**config.mk**
```make
export PLATFORM = sky130hd
export DESIGN_NAME = flash_erase_seq
export DESIGN_NICKNAME = d
export VERILOG_FILES = /design/src/rtl/flash_erase_pkg.sv /design/src/rtl/flash_erase_div.sv /design/src/rtl/flash_erase_dp.sv /design/src/rtl/flash_erase_ctrl.sv /design/src/rtl/flash_erase_seq.sv
export SDC_FILE = /design/constraint.sdc
export NUM_CORES = 1
export LEC_CHECK = 0
export ABC_CLOCK_PERIOD_IN_PS = 5570
export BUFFER_PORTS_ARGS = -buffer_cell sky130_fd_sc_hd__buf_2
export CAP_MARGIN = 20
export CORE_MARGIN = 10
export CORE_UTILIZATION = 60
export CTS_BUF_LIST = sky130_fd_sc_hd__clkbuf_16
export DETAILED_ROUTE_END_ITERATION = 8
export PLACE_DENSITY = 0.87
export SLEW_MARGIN = 25
export SYNTH_ARGS = -nofsm -noshare
export SYNTH_HDL_FRONTEND = slang
export SYNTH_SLANG_ARGS = --single-unit
```
**constraint.sdc**
```tcl
create_clock -name clk -period 5.57 [get_ports clk]
set_input_delay 0.8355 -clock clk [delete_from_list [all_inputs] [get_ports clk]]
set_output_delay 0.8355 -clock clk [all_outputs]
set_load 0.02 [all_outputs]
```
**src/rtl/flash_erase_pkg.sv**
```systemverilog
package flash_erase_pkg;

  localparam logic [7:0] OP_BLOCK_ERASE = 8'h50;
  localparam logic [7:0] OP_PAGE_ERASE  = 8'h81;
  localparam logic [7:0] OP_STATUS_RD   = 8'hD7;

  typedef enum logic [2:0] {
    ST_IDLE, ST_DIVSTART, ST_DIVLEN, ST_CMD, ST_GAP, ST_POLL, ST_ADV
  } seqState_t;

  // strobes from control to datapath
  typedef struct packed {
    logic divGo;
    logic divSelLen;
    logic captureLen;
    logic takeIdx;
    logic takeLeft;
    logic step;
    logic byteClr;
    logic byteInc;
    logic gapClr;
    logic pollMode;
  } dpCtl_t;

  // conditions from datapath to control
  typedef struct packed {
    logic       divDone;
    logic       divRemZero;
    logic       divQuotZero;
    logic       overRange;
    logic       lastStep;
    logic       gapDone;
    logic [1:0] byteIdx;
  } dpStat_t;

endpackage

```
**src/rtl/flash_erase_div.sv**
```systemverilog
module flash_erase_div #(
  parameter int NW = 24,
  parameter int DW = 12
) (
  input  logic          clk,
  input  logic          rstN,
  input  logic          go,
  input  logic [NW-1:0] num,
  input  logic [DW-1:0] den,
  output logic [NW-1:0] quot,
  output logic          remZero,
  output logic          doneP
);
  localparam int CW = $clog2(NW + 1);

  logic [DW-1:0] remR;
  logic [NW-1:0] numR;
  logic [CW-1:0] cnt;
  logic          running;
  logic [DW:0]   trial;
  logic [DW:0]   diff;
  logic          ge;

  assign trial = {remR, numR[NW-1]};
  assign ge    = trial >= {1'b0, den};
  assign diff  = trial - {1'b0, den};

  always_ff @(posedge clk) begin
    if (!rstN) begin
      remR    <= '0;
      numR    <= '0;
      quot    <= '0;
      cnt     <= '0;
      running <= 1'b0;
      doneP   <= 1'b0;
    end else if (go) begin
      remR    <= '0;
      numR    <= num;
      quot    <= '0;
      cnt     <= CW'(NW);
      running <= 1'b1;
      doneP   <= 1'b0;
    end else if (running) begin
      remR <= ge ? diff[DW-1:0] : trial[DW-1:0];
      numR <= numR << 1;
      quot <= {quot[NW-2:0], ge};
      cnt  <= cnt - 1'b1;
      if (cnt == CW'(1)) begin
        running <= 1'b0;
        doneP   <= 1'b1;
      end
    end else begin
      doneP <= 1'b0;
    end
  end

  assign remZero = (remR == '0);
endmodule

```
**src/rtl/flash_erase_dp.sv**
```systemverilog
module flash_erase_dp
  import flash_erase_pkg::*;
#(
  parameter int AW = 24,
  parameter int PW = 12,
  parameter int SW = 4,
  parameter int GW = 8
) (
  input  logic          clk,
  input  logic          rstN,
  input  dpCtl_t        ctl,
  output dpStat_t       stat,
  input  logic [AW-1:0] reqStart,
  input  logic [AW-1:0] reqLen,
  input  logic [AW-1:0] cfgDevSize,
  input  logic [PW-1:0] cfgPageSize,
  input  logic [SW-1:0] cfgPageShift,
  input  logic [GW-1:0] cfgPollGap,
  output logic [7:0]    spiTxByte
);
  localparam logic [AW-1:0] STEP_BLOCK = AW'(8);
  localparam logic [AW-1:0] STEP_PAGE  = AW'(1);

  logic [AW-1:0] lenReg;
  logic [AW-1:0] pageIdx;
  logic [AW-1:0] pagesLeft;
  logic [1:0]    byteIdx;
  logic [GW-1:0] gapCnt;
  logic [AW-1:0] divNum;
  logic [AW-1:0] quot;
  logic          divRemZero;
  logic          divDone;
  logic [AW:0]   rangeEnd;
  logic          useBlock;
  logic [AW-1:0] stepSize;
  logic [15:0]   addrTop;
  logic [7:0]    opcode;

  assign divNum = ctl.divSelLen ? lenReg : reqStart;

  flash_erase_div #(.NW(AW), .DW(PW)) u_div (
    .clk     (clk),
    .rstN    (rstN),
    .go      (ctl.divGo),
    .num     (divNum),
    .den     (cfgPageSize),
    .quot    (quot),
    .remZero (divRemZero),
    .doneP   (divDone)
  );

  assign rangeEnd = {1'b0, reqStart} + {1'b0, reqLen};
  assign useBlock = (pageIdx[2:0] == 3'd0) && (pagesLeft >= STEP_BLOCK);
  assign stepSize = useBlock ? STEP_BLOCK : STEP_PAGE;
  assign opcode   = useBlock ? OP_BLOCK_ERASE : OP_PAGE_ERASE;
  assign addrTop  = 16'((pageIdx << cfgPageShift) >> 8);

  always_ff @(posedge clk) begin
    if (!rstN) begin
      lenReg    <= '0;
      pageIdx   <= '0;
      pagesLeft <= '0;
      byteIdx   <= '0;
      gapCnt    <= '0;
    end else begin
      if (ctl.captureLen) lenReg <= reqLen;
      if (ctl.takeIdx)    pageIdx <= quot;
      else if (ctl.step)  pageIdx <= pageIdx + stepSize;
      if (ctl.takeLeft)   pagesLeft <= quot;
      else if (ctl.step)  pagesLeft <= pagesLeft - stepSize;
      if (ctl.byteClr)      byteIdx <= '0;
      else if (ctl.byteInc) byteIdx <= byteIdx + 2'd1;
      if (ctl.gapClr)       gapCnt <= '0;
      else if (!stat.gapDone) gapCnt <= gapCnt + 1'b1;
    end
  end

  always_comb begin
    if (ctl.pollMode) begin
      spiTxByte = (byteIdx == 2'd0) ? OP_STATUS_RD : 8'h00;
    end else begin
      case (byteIdx)
        2'd0:    spiTxByte = opcode;
        2'd1:    spiTxByte = addrTop[15:8];
        2'd2:    spiTxByte = addrTop[7:0];
        default: spiTxByte = 8'h00;
      endcase
    end
  end

  assign stat.divDone     = divDone;
  assign stat.divRemZero  = divRemZero;
  assign stat.divQuotZero = (quot == '0);
  assign stat.overRange   = rangeEnd > {1'b0, cfgDevSize};
  assign stat.lastStep    = (pagesLeft == stepSize);
  assign stat.gapDone     = (gapCnt >= cfgPollGap);
  assign stat.byteIdx     = byteIdx;
endmodule

```
**src/rtl/flash_erase_ctrl.sv**
```systemverilog
module flash_erase_ctrl
  import flash_erase_pkg::*;
(
  input  logic       clk,
  input  logic       rstN,
  input  logic       reqValid,
  input  logic       spiAck,
  input  logic [7:0] spiRxByte,
  input  dpStat_t    stat,
  output dpCtl_t     ctl,
  output logic       spiCs,
  output logic       spiSend,
  output logic       busy,
  output logic       done,
  output logic       reject
);
  seqState_t state, nextState;
  logic doneSet, rejSet;
  logic devReady;

  assign devReady = spiRxByte[7];

  always_comb begin
    ctl       = '0;
    nextState = state;
    doneSet   = 1'b0;
    rejSet    = 1'b0;
    case (state)
      ST_IDLE: if (reqValid) begin
        if (stat.overRange) rejSet = 1'b1;
        else begin
          ctl.captureLen = 1'b1;
          ctl.divGo      = 1'b1;
          nextState      = ST_DIVSTART;
        end
      end
      ST_DIVSTART: if (stat.divDone) begin
        if (!stat.divRemZero) begin
          rejSet    = 1'b1;
          nextState = ST_IDLE;
        end else begin
          ctl.takeIdx   = 1'b1;
          ctl.divGo     = 1'b1;
          ctl.divSelLen = 1'b1;
          nextState     = ST_DIVLEN;
        end
      end
      ST_DIVLEN: if (stat.divDone) begin
        if (!stat.divRemZero) begin
          rejSet    = 1'b1;
          nextState = ST_IDLE;
        end else begin
          ctl.takeLeft = 1'b1;
          ctl.byteClr  = 1'b1;
          if (stat.divQuotZero) begin
            doneSet   = 1'b1;
            nextState = ST_IDLE;
          end else nextState = ST_CMD;
        end
      end
      ST_CMD: if (spiAck) begin
        if (stat.byteIdx == 2'd3) begin
          ctl.byteClr = 1'b1;
          ctl.gapClr  = 1'b1;
          nextState   = ST_GAP;
        end else ctl.byteInc = 1'b1;
      end
      ST_GAP: if (stat.gapDone) begin
        ctl.byteClr = 1'b1;
        nextState   = ST_POLL;
      end
      ST_POLL: begin
        ctl.pollMode = 1'b1;
        if (spiAck) begin
          if (stat.byteIdx == 2'd1) begin
            ctl.byteClr = 1'b1;
            if (devReady) nextState = ST_ADV;
            else begin
              ctl.gapClr = 1'b1;
              nextState  = ST_GAP;
            end
          end else ctl.byteInc = 1'b1;
        end
      end
      ST_ADV: begin
        ctl.step = 1'b1;
        if (stat.lastStep) begin
          doneSet   = 1'b1;
          nextState = ST_IDLE;
        end else nextState = ST_CMD;
      end
      default: nextState = ST_IDLE;
    endcase
  end

  always_ff @(posedge clk) begin
    if (!rstN) begin
      state  <= ST_IDLE;
      done   <= 1'b0;
      reject <= 1'b0;
    end else begin
      state  <= nextState;
      done   <= doneSet;
      reject <= rejSet;
    end
  end

  assign spiCs   = (state == ST_CMD) || (state == ST_POLL);
  assign spiSend = spiCs;
  assign busy    = (state != ST_IDLE);
endmodule

```
**src/rtl/flash_erase_seq.sv**
```systemverilog
module flash_erase_seq
  import flash_erase_pkg::*;
#(
  parameter int AW = 24,
  parameter int PW = 12,
  parameter int SW = 4,
  parameter int GW = 8
) (
  input  logic          clk,
  input  logic          rstN,
  input  logic          reqValid,
  input  logic [AW-1:0] reqStart,
  input  logic [AW-1:0] reqLen,
  input  logic [AW-1:0] cfgDevSize,
  input  logic [PW-1:0] cfgPageSize,
  input  logic [SW-1:0] cfgPageShift,
  input  logic [GW-1:0] cfgPollGap,
  output logic          spiCs,
  output logic          spiSend,
  output logic [7:0]    spiTxByte,
  input  logic          spiAck,
  input  logic [7:0]    spiRxByte,
  output logic          busy,
  output logic          done,
  output logic          reject
);
  dpCtl_t  ctl;
  dpStat_t stat;

  flash_erase_ctrl u_ctrl (
    .clk       (clk),
    .rstN      (rstN),
    .reqValid  (reqValid),
    .spiAck    (spiAck),
    .spiRxByte (spiRxByte),
    .stat      (stat),
    .ctl       (ctl),
    .spiCs     (spiCs),
    .spiSend   (spiSend),
    .busy      (busy),
    .done      (done),
    .reject    (reject)
  );

  flash_erase_dp #(.AW(AW), .PW(PW), .SW(SW), .GW(GW)) u_dp (
    .clk          (clk),
    .rstN         (rstN),
    .ctl          (ctl),
    .stat         (stat),
    .reqStart     (reqStart),
    .reqLen       (reqLen),
    .cfgDevSize   (cfgDevSize),
    .cfgPageSize  (cfgPageSize),
    .cfgPageShift (cfgPageShift),
    .cfgPollGap   (cfgPollGap),
    .spiTxByte    (spiTxByte)
  );
endmodule

```
# Word level (Yosys, flattened, before mapping)

Index checks and enable logic that the tools add are counted.

Register bits: 154
Input bits: 108
Output and inout port bits: 13
Logic and storage cells: 133

Add/subtract/negate cells: 7
Order comparisons: 4
Eq/ne operators: 20
Shift operators: 1
Muxes and demuxes: 67
Bitwise operators: 2
Reduce and logical (&&, ||, !) cells: 17

Operators by type and width:

| cell                  | count |
|---|---|
| $mux W24              | 7 |
| $mux W3               | 11 |
| $mux W1               | 28 |
| $add A24 B24 Y25      | 1 |
| $gt A25 B24 Y1        | 1 |
| $add A24 B24 Y24      | 1 |
| $eq A24 B24 Y1        | 1 |
| $ge A24 B4 Y1 const B | 1 |
| $logic_not A24 Y1     | 1 |
| $mux W8               | 3 |
| $pmux W8 S3           | 1 |
| $shl A24 B4 Y24       | 1 |
| $sub A24 B24 Y24      | 1 |
| $pmux W3 S7           | 1 |
| $mux W2               | 7 |
| $ge A13 B12 Y1        | 1 |
| $logic_not A12 Y1     | 1 |
| $mux W12              | 1 |
| $sub A12 B12 Y12      | 1 |
| $mux W5               | 2 |
| $ne A2 B2 Y1 const B  | 5 |
| $eq A3 B3 Y1 const B  | 3 |
| $reduce_and A9 Y1     | 1 |
| $add A8 B1 Y8 const B | 1 |
| other kinds (22)      | 36 |

# Depth between registers and ports, before layout

Depth in word-level cells: 6
Gate-level depth with buffers: 22
Depth with buffers taken out: 20

# Cells and area by module

A second synthesis with hierarchy kept.

Cells, all modules: 1358
Area total of the unflattened synthesis: 11529.8 um^2

By module, submodules not included:

| module           | instances | cells each | area an instance (um^2) | sequential area each (um^2) |
|---|---|---|---|---|
| flash_erase_dp   | 1         | 881        | 7387.1                  | 1641.6 |
| flash_erase_div  | 1         | 401        | 3558.4                  | 1341.3 |
| flash_erase_ctrl | 1         | 76         | 584.3                   | 100.1 |

# Worst setup path after synthesis

Ideal clock, no wire load.

Path type: input -> register
Start point: input port reqStart[0]
End point: register u_dp.u_div.remR[2]
Library setup time: 0.132 ns
Data arrival time: 5.001 ns
Required time: 5.438 ns
Slack: 0.438 ns
Stages on the path: 21
Buffers on the path: 2
Cells stage by stage: ha_1 > inv_1 > fa_1 > nor2b_1 > o21ai_0 > a21oi_1 > o311ai_0 > a21boi_0 > a211oi_1 > xnor2_1 > ha_1 > and3_1 > nand4_1 > or4_1 > nor3_1 > a211oi_1 > or4b_1 > clkbuf_1 > nand3_1 > buf_1 > nor3_1

Word-level cells in the longest chain between the ends: 6

RTL lines:

| item                       | RTL line               | RTL |
|---|---|---|
| from (decl)                | flash_erase_seq.sv:12  | `input logic [AW-1:0] reqStart,` |
| $add A24 B24 Y25           | flash_erase_dp.sv:52   | `assign rangeEnd = {1'b0, reqStart} + {1'b0, reqLen};` |
| $gt A25 B24 Y1             | flash_erase_dp.sv:94   | `assign stat.overRange = rangeEnd > {1'b0, cfgDevSize};` |
| $mux W1                    | flash_erase_ctrl.sv:30 | `if (stat.overRange) rejSet = 1'b1;` |
| $mux W1                    | flash_erase_ctrl.sv:29 | `ST_IDLE: if (reqValid) begin` |
| $pmux W1 S2                | flash_erase_ctrl.sv:28 | `case (state)` |
| $reduce_or A2 Y1 (no line) | n/a                    |  |
| to (signal assigned)       | flash_erase_div.sv:44  | `remR <= ge ? diff[DW-1:0] : trial[DW-1:0];` |
| to (decl)                  | flash_erase_div.sv:16  | `logic [DW-1:0] remR;` |

Every way passes these cells.
A chain may end at the register's enable or synchronous reset.

# Final worst setup path

Start point: input port reqStart[0]
End point: register u_dp.u_div.numR[4]

Word-level cells in the longest chain between the ends: 6
Elaborated cells on any way between the ends: 7
Those cells by class: 1 x add/sub; 1 x order compare; 4 x mux; 1 x reduce/logical

RTL lines:

| item                                                  | RTL line               | RTL |
|---|---|---|
| $add A24 B24 Y25 (*)                                  | flash_erase_dp.sv:52   |  |
| $gt A25 B24 Y1 (*)                                    | flash_erase_dp.sv:94   |  |
| $mux W1 (*)                                           | flash_erase_ctrl.sv:30 |  |
| $mux W1 (*)                                           | flash_erase_ctrl.sv:29 |  |
| $pmux W1 S2 (*)                                       | flash_erase_ctrl.sv:28 |  |
| $mux W24 / $reduce_bool A2 Y1 (equally long branches) | n/a                    |  |
| to (signal assigned)                                  | flash_erase_div.sv:38  | `numR <= num;` |
| to (signal assigned)                                  | flash_erase_div.sv:45  | `numR <= numR << 1;` |
| to (decl)                                             | flash_erase_div.sv:17  | `logic [NW-1:0] numR;` |

Every way passes the cells marked *; elsewhere a longest branch is shown, timed or not.

==> qor.csv <==
stage,metric,value,unit
run_status,status,completed,
place,dp_hpwl,20700,um
power,power.density,273,nW/um^2
route,drt-initial-drc-count,1172,
worst_hold_path,hold_path_depth,2,
sta,tightestPinTransition,0.881,ns
sta,finalMaxSlewViolations,0,
cells_and_area,fin_cells,1711,
critical_path,rr_worst_depth,14,
synthesis,synth_top_cell_area_share,0.277,
route,drcViolationCount,0,
cells_and_area,drive_gt1_frac,0.161,
critical_path,cpLargestDelayFamily,simple AND/OR/NAND/NOR gates,
synthesis,synth_common_cells,"dfxtp_1, nor2_1, nand2_1, a21oi_1",
global_routing,grt_max_degree,78,
clocking,clock_latency,0.43,ns
route,ant_nets,0,
sta,hold_viol_final,0,
synthesis,synth-seq-cells,154,
power,irDropWorstVdd,0.229,mV
critical_path,slowest_stage,or4_1,
job,maxCapViolCount,0,
sta,fmax,193,MHz
synthesis,avgSynthCellArea,7.91,um^2
global_routing,antenna_found_initial,0,
worst_hold_path,min-delay-start,u_dp.lenReg[8]$_SDFFE_PN0P_,
critical_path,endpoint_kind,flop,
floorplanning,num_rows,49,
clocking,root_buffer,clkbuf_16,
synthesis,synthDistinctLibCells,78,
critical_path,r2r-start,u_dp.pagesLeft[10]$_SDFFE_PN0P_,
synthesis,yosysWarnings,0,
critical_path,critical_path_buf_inv_count,3,
critical_path,crit_chain,"buf_2, ha_1, inv_1, fa_1, nor2b_1, o21ai_1, a21oi_1, o311ai_1, a21boi_0, a211oi_1, xnor2_1, ha_1, and3_1, nand4_1, or4_1, nor3_1, a211oi_1, or4b_1, buf_4, nand4_1, nand3_1",
sta,skew,0.00855,ns
clocking,clock-sinks,154,
critical_path,crit_type,in2reg,
critical_path,cpPeakStageDelay,0.61,ns
cells_and_area,area_delta_synth_final,11.4,%
route,routed_via_density,6.36,
floorplanning,initial_utilization,0.614,
place,dp.cells,1680,
synthesis,synth.most_common_cell,dfxtp_1,
cells_and_area,diodes,0,
global_routing,grt_remaining_overflow,0,
critical_path,r2r_slack,0.90,ns
sta,period_share,0.929,
synthesis,synth_area_leaders,"dfxtp_1, ha_1, mux4_2, a21oi_1, nor2_1",
synthesis,synth_top_area_cell,dfxtp_1,
place,place_congestion,0.905,
clocking,cts_made_buffers,17,
critical_path,path_max_fanout,35,
route,drt_pass1_iterations,6,
synthesis,synth-edff-count,0,
floorplanning,die_h,156,um
route,routedWlPerCell,17.1,um
sta,rsz0062_at_grt,no,
power,leakage,5.16,nW
place,port_buffers,113,
critical_path,worstSetupStartpointType,input port,
worst_hold_path,min_path_type,reg2reg,
synthesis,syn-num-nets,1600,
clocking,hold_buffers,0,
place,dp_worst_setup_slack,-0.161,ns
clocking,cts_buffer_depth,2,
floorplanning,die_w,156,um
sta,relSlewSlack,0.413,
clocking,path_clk_slew,0.06,ns
clocking,cts_tree,done,
floorplanning,die_area,24400,um^2
synthesis,ys.flop_type,dfxtp_1,
worst_hold_path,min_to,u_dp.lenReg[8]$_SDFFE_PN0P_,
synthesis,syn_area,11100,um^2
critical_path,cp.required,5.87,ns
critical_path,arrival,5.47,ns
cells_and_area,nNetsFinal,1661,
floorplanning,ios,121,
synthesis,yosysSeqAreaShare,0.277,
global_routing,grt.total_usage,0.235,
sta,finalCriticalPeriod,5.17,ns
sta,layout_setup_ws,0.396,ns
global_routing,grt_first_pass_wirelength,48900,um
global_routing,grt_pass1_vias,10400,
cells_and_area,fillers,1389,
route,via_count,10900,
sta,setup_viol,0,
critical_path,timing.rr.end,u_dp.pageIdx[23]$_SDFFE_PN0P_,
floorplanning,core,18100,um^2
route,wirelength,29300,um
synthesis,async_reset_ff_frac,0,
synthesis,syn-instance-count,1409,
clocking,htreeDepth,4,
-- final cells by class --
type                    instances  area [um^2]  area share
multi-input cells            1085         7440       0.599
flip-flops and latches        154         3080       0.248
clock buffers                  17          425      0.0343
repair buffers                132          721      0.0580
clock inverters                14          158      0.0127
well taps                     229          287      0.0231
inverters                      80          300      0.0242
-- worst max path at each step --
| stage | startpoint | endpoint | slack [ns] | cells after the start |
|---|---|---|---|---|
| 6_report | reqStart[0] | u_dp.u_div.numR[4]$_SDFFE_PN0P_ | 0.40 | 21 |
| 5_1_grt | reqStart[0] | u_dp.u_div.numR[4]$_SDFFE_PN0P_ | 0.05 | 21 |
| 4_1_cts | reqStart[0] | u_dp.u_div.numR[4]$_SDFFE_PN0P_ | 0.23 | 21 |
| 3_5_place_dp | reqStart[0] | u_dp.u_div.numR[0]$_SDFFE_PN0P_ | -0.16 | 21 |
| 3_3_place_gp | reqStart[0] | u_dp.u_div.numR[0]$_SDFFE_PN0P_ | -0.04 | 21 |
| 2_1_floorplan | reqStart[0] | u_dp.u_div.remR[2]$_SDFFE_PP0P_ | 0.44 | 21 |
-- cell families (layout without fill, tap and decap cells) --
| logic type | Yosys count | in the layout | share of synthesized area |
|---|---|---|---|
| adder cells (fa/ha/maj) | 83 | 83 | 0.0945 |
| buffers and inverters | 170 | 243 | 0.0577 |
| AO/OA/AOI/OAI | 330 | 330 | 0.190 |
| multiplexers | 81 | 81 | 0.105 |
| XOR/XNOR | 53 | 53 | 0.0417 |
| flip-flops | 154 | 154 | 0.277 |
| AND/OR/NAND/NOR | 538 | 538 | 0.235 |
-- where the power goes --
part | switching (mW) | leakage, nW | total [mW] | internal, mW
clock | 0.461 | 0.279 | 1.16 | 0.695
sequential | 0.0797 | 1.25 | 1.27 | 1.19
combinational | 0.562 | 3.63 | 0.964 | 0.402
total | 1.10 | 5.16 | 3.39 | 2.28
-- sequential cells by signal (all words and copies together) (netlist names) --
signal / cells
u_ctrl.state: 3
u_dp.pagesLeft: 24
u_dp.gapCnt: 8
u_dp.u_div.remR: 12
u_dp.byteIdx: 2
u_dp.u_div.numR: 24
u_dp.lenReg: 24
u_ctrl.reject: 1
u_dp.u_div.doneP: 1
u_dp.pageIdx: 24
u_ctrl.done: 1
u_dp.u_div.quot: 24
u_dp.u_div.cnt: 5
u_dp.u_div.running: 1
-- layer usage --
layer,GRT usage,part of all wire
met1,0.300,0.43
met2,0.394,0.47
met3,0.0452,0.077
met4,0.0742,0.016
met5,0,0
-- stage by stage --
stage | power, mW | cell area (um^2) | hold slack [ns] | setup TNS, ns | utilization
floorplan | 1.99 | 11100 | 0.429 | 0 | -
global placement | 2.19 | 11800 | 0.438 | -0.0596 | 0.652
detailed placement | 2.22 | 11800 | 0.445 | -6.89 | 0.652
CTS | 3.38 | 12400 | 0.453 | 0 | 0.684
global route | 3.56 | 12400 | 0.473 | 0 | 0.684
finish | 3.39 | 12400 | 0.453 | 0 | 0.684
-- placed cells by master (no fill, tap or decap), types with 5 or more instances in the layout --
cell and count:
a211oi_1 34, a21o_1 15, a21oi_1 115, a221oi_1 10, a222oi_1 7, a22oi_1 10
a31o_2 5, a31oi_1 12, and3_1 12, buf_2 113, buf_4 18, clkbuf_16 17
dfxtp_1 153, ha_1 81, inv_1 80, mux2_2 23, mux2i_1 32, mux4_2 26
nand2_1 131, nand2b_1 12, nand3_1 81, nand4_1 63, nor2_1 140, nor2b_1 9
nor3_1 31, nor4_1 18, o211ai_1 14, o21a_1 11, o21ai_0 53, or3_1 7
xnor2_1 34, xor2_1 19
-- worst reg2reg max path: cells and delay by family (launching register included) --
| kind | cells | cell delay, ns |
|---|---|---|
| buffers and inverters | 1 | 0.19 |
| AO/OA/AOI/OAI | 3 | 0.77 |
| AND/OR/NAND/NOR | 8 | 2.75 |
| adder cells (fa/ha/maj) | 1 | 0.37 |
| XOR/XNOR | 1 | 0.15 |
| flip-flops | 1 | 0.36 |
-- timing repair --
item / CTS / global route
endpoints found under the setup margin: 0 / 90
gates resized for setup: 0 / 2
buffers inserted: 0 / 0
No activity file was read; power rests on OpenSTA's default activity.
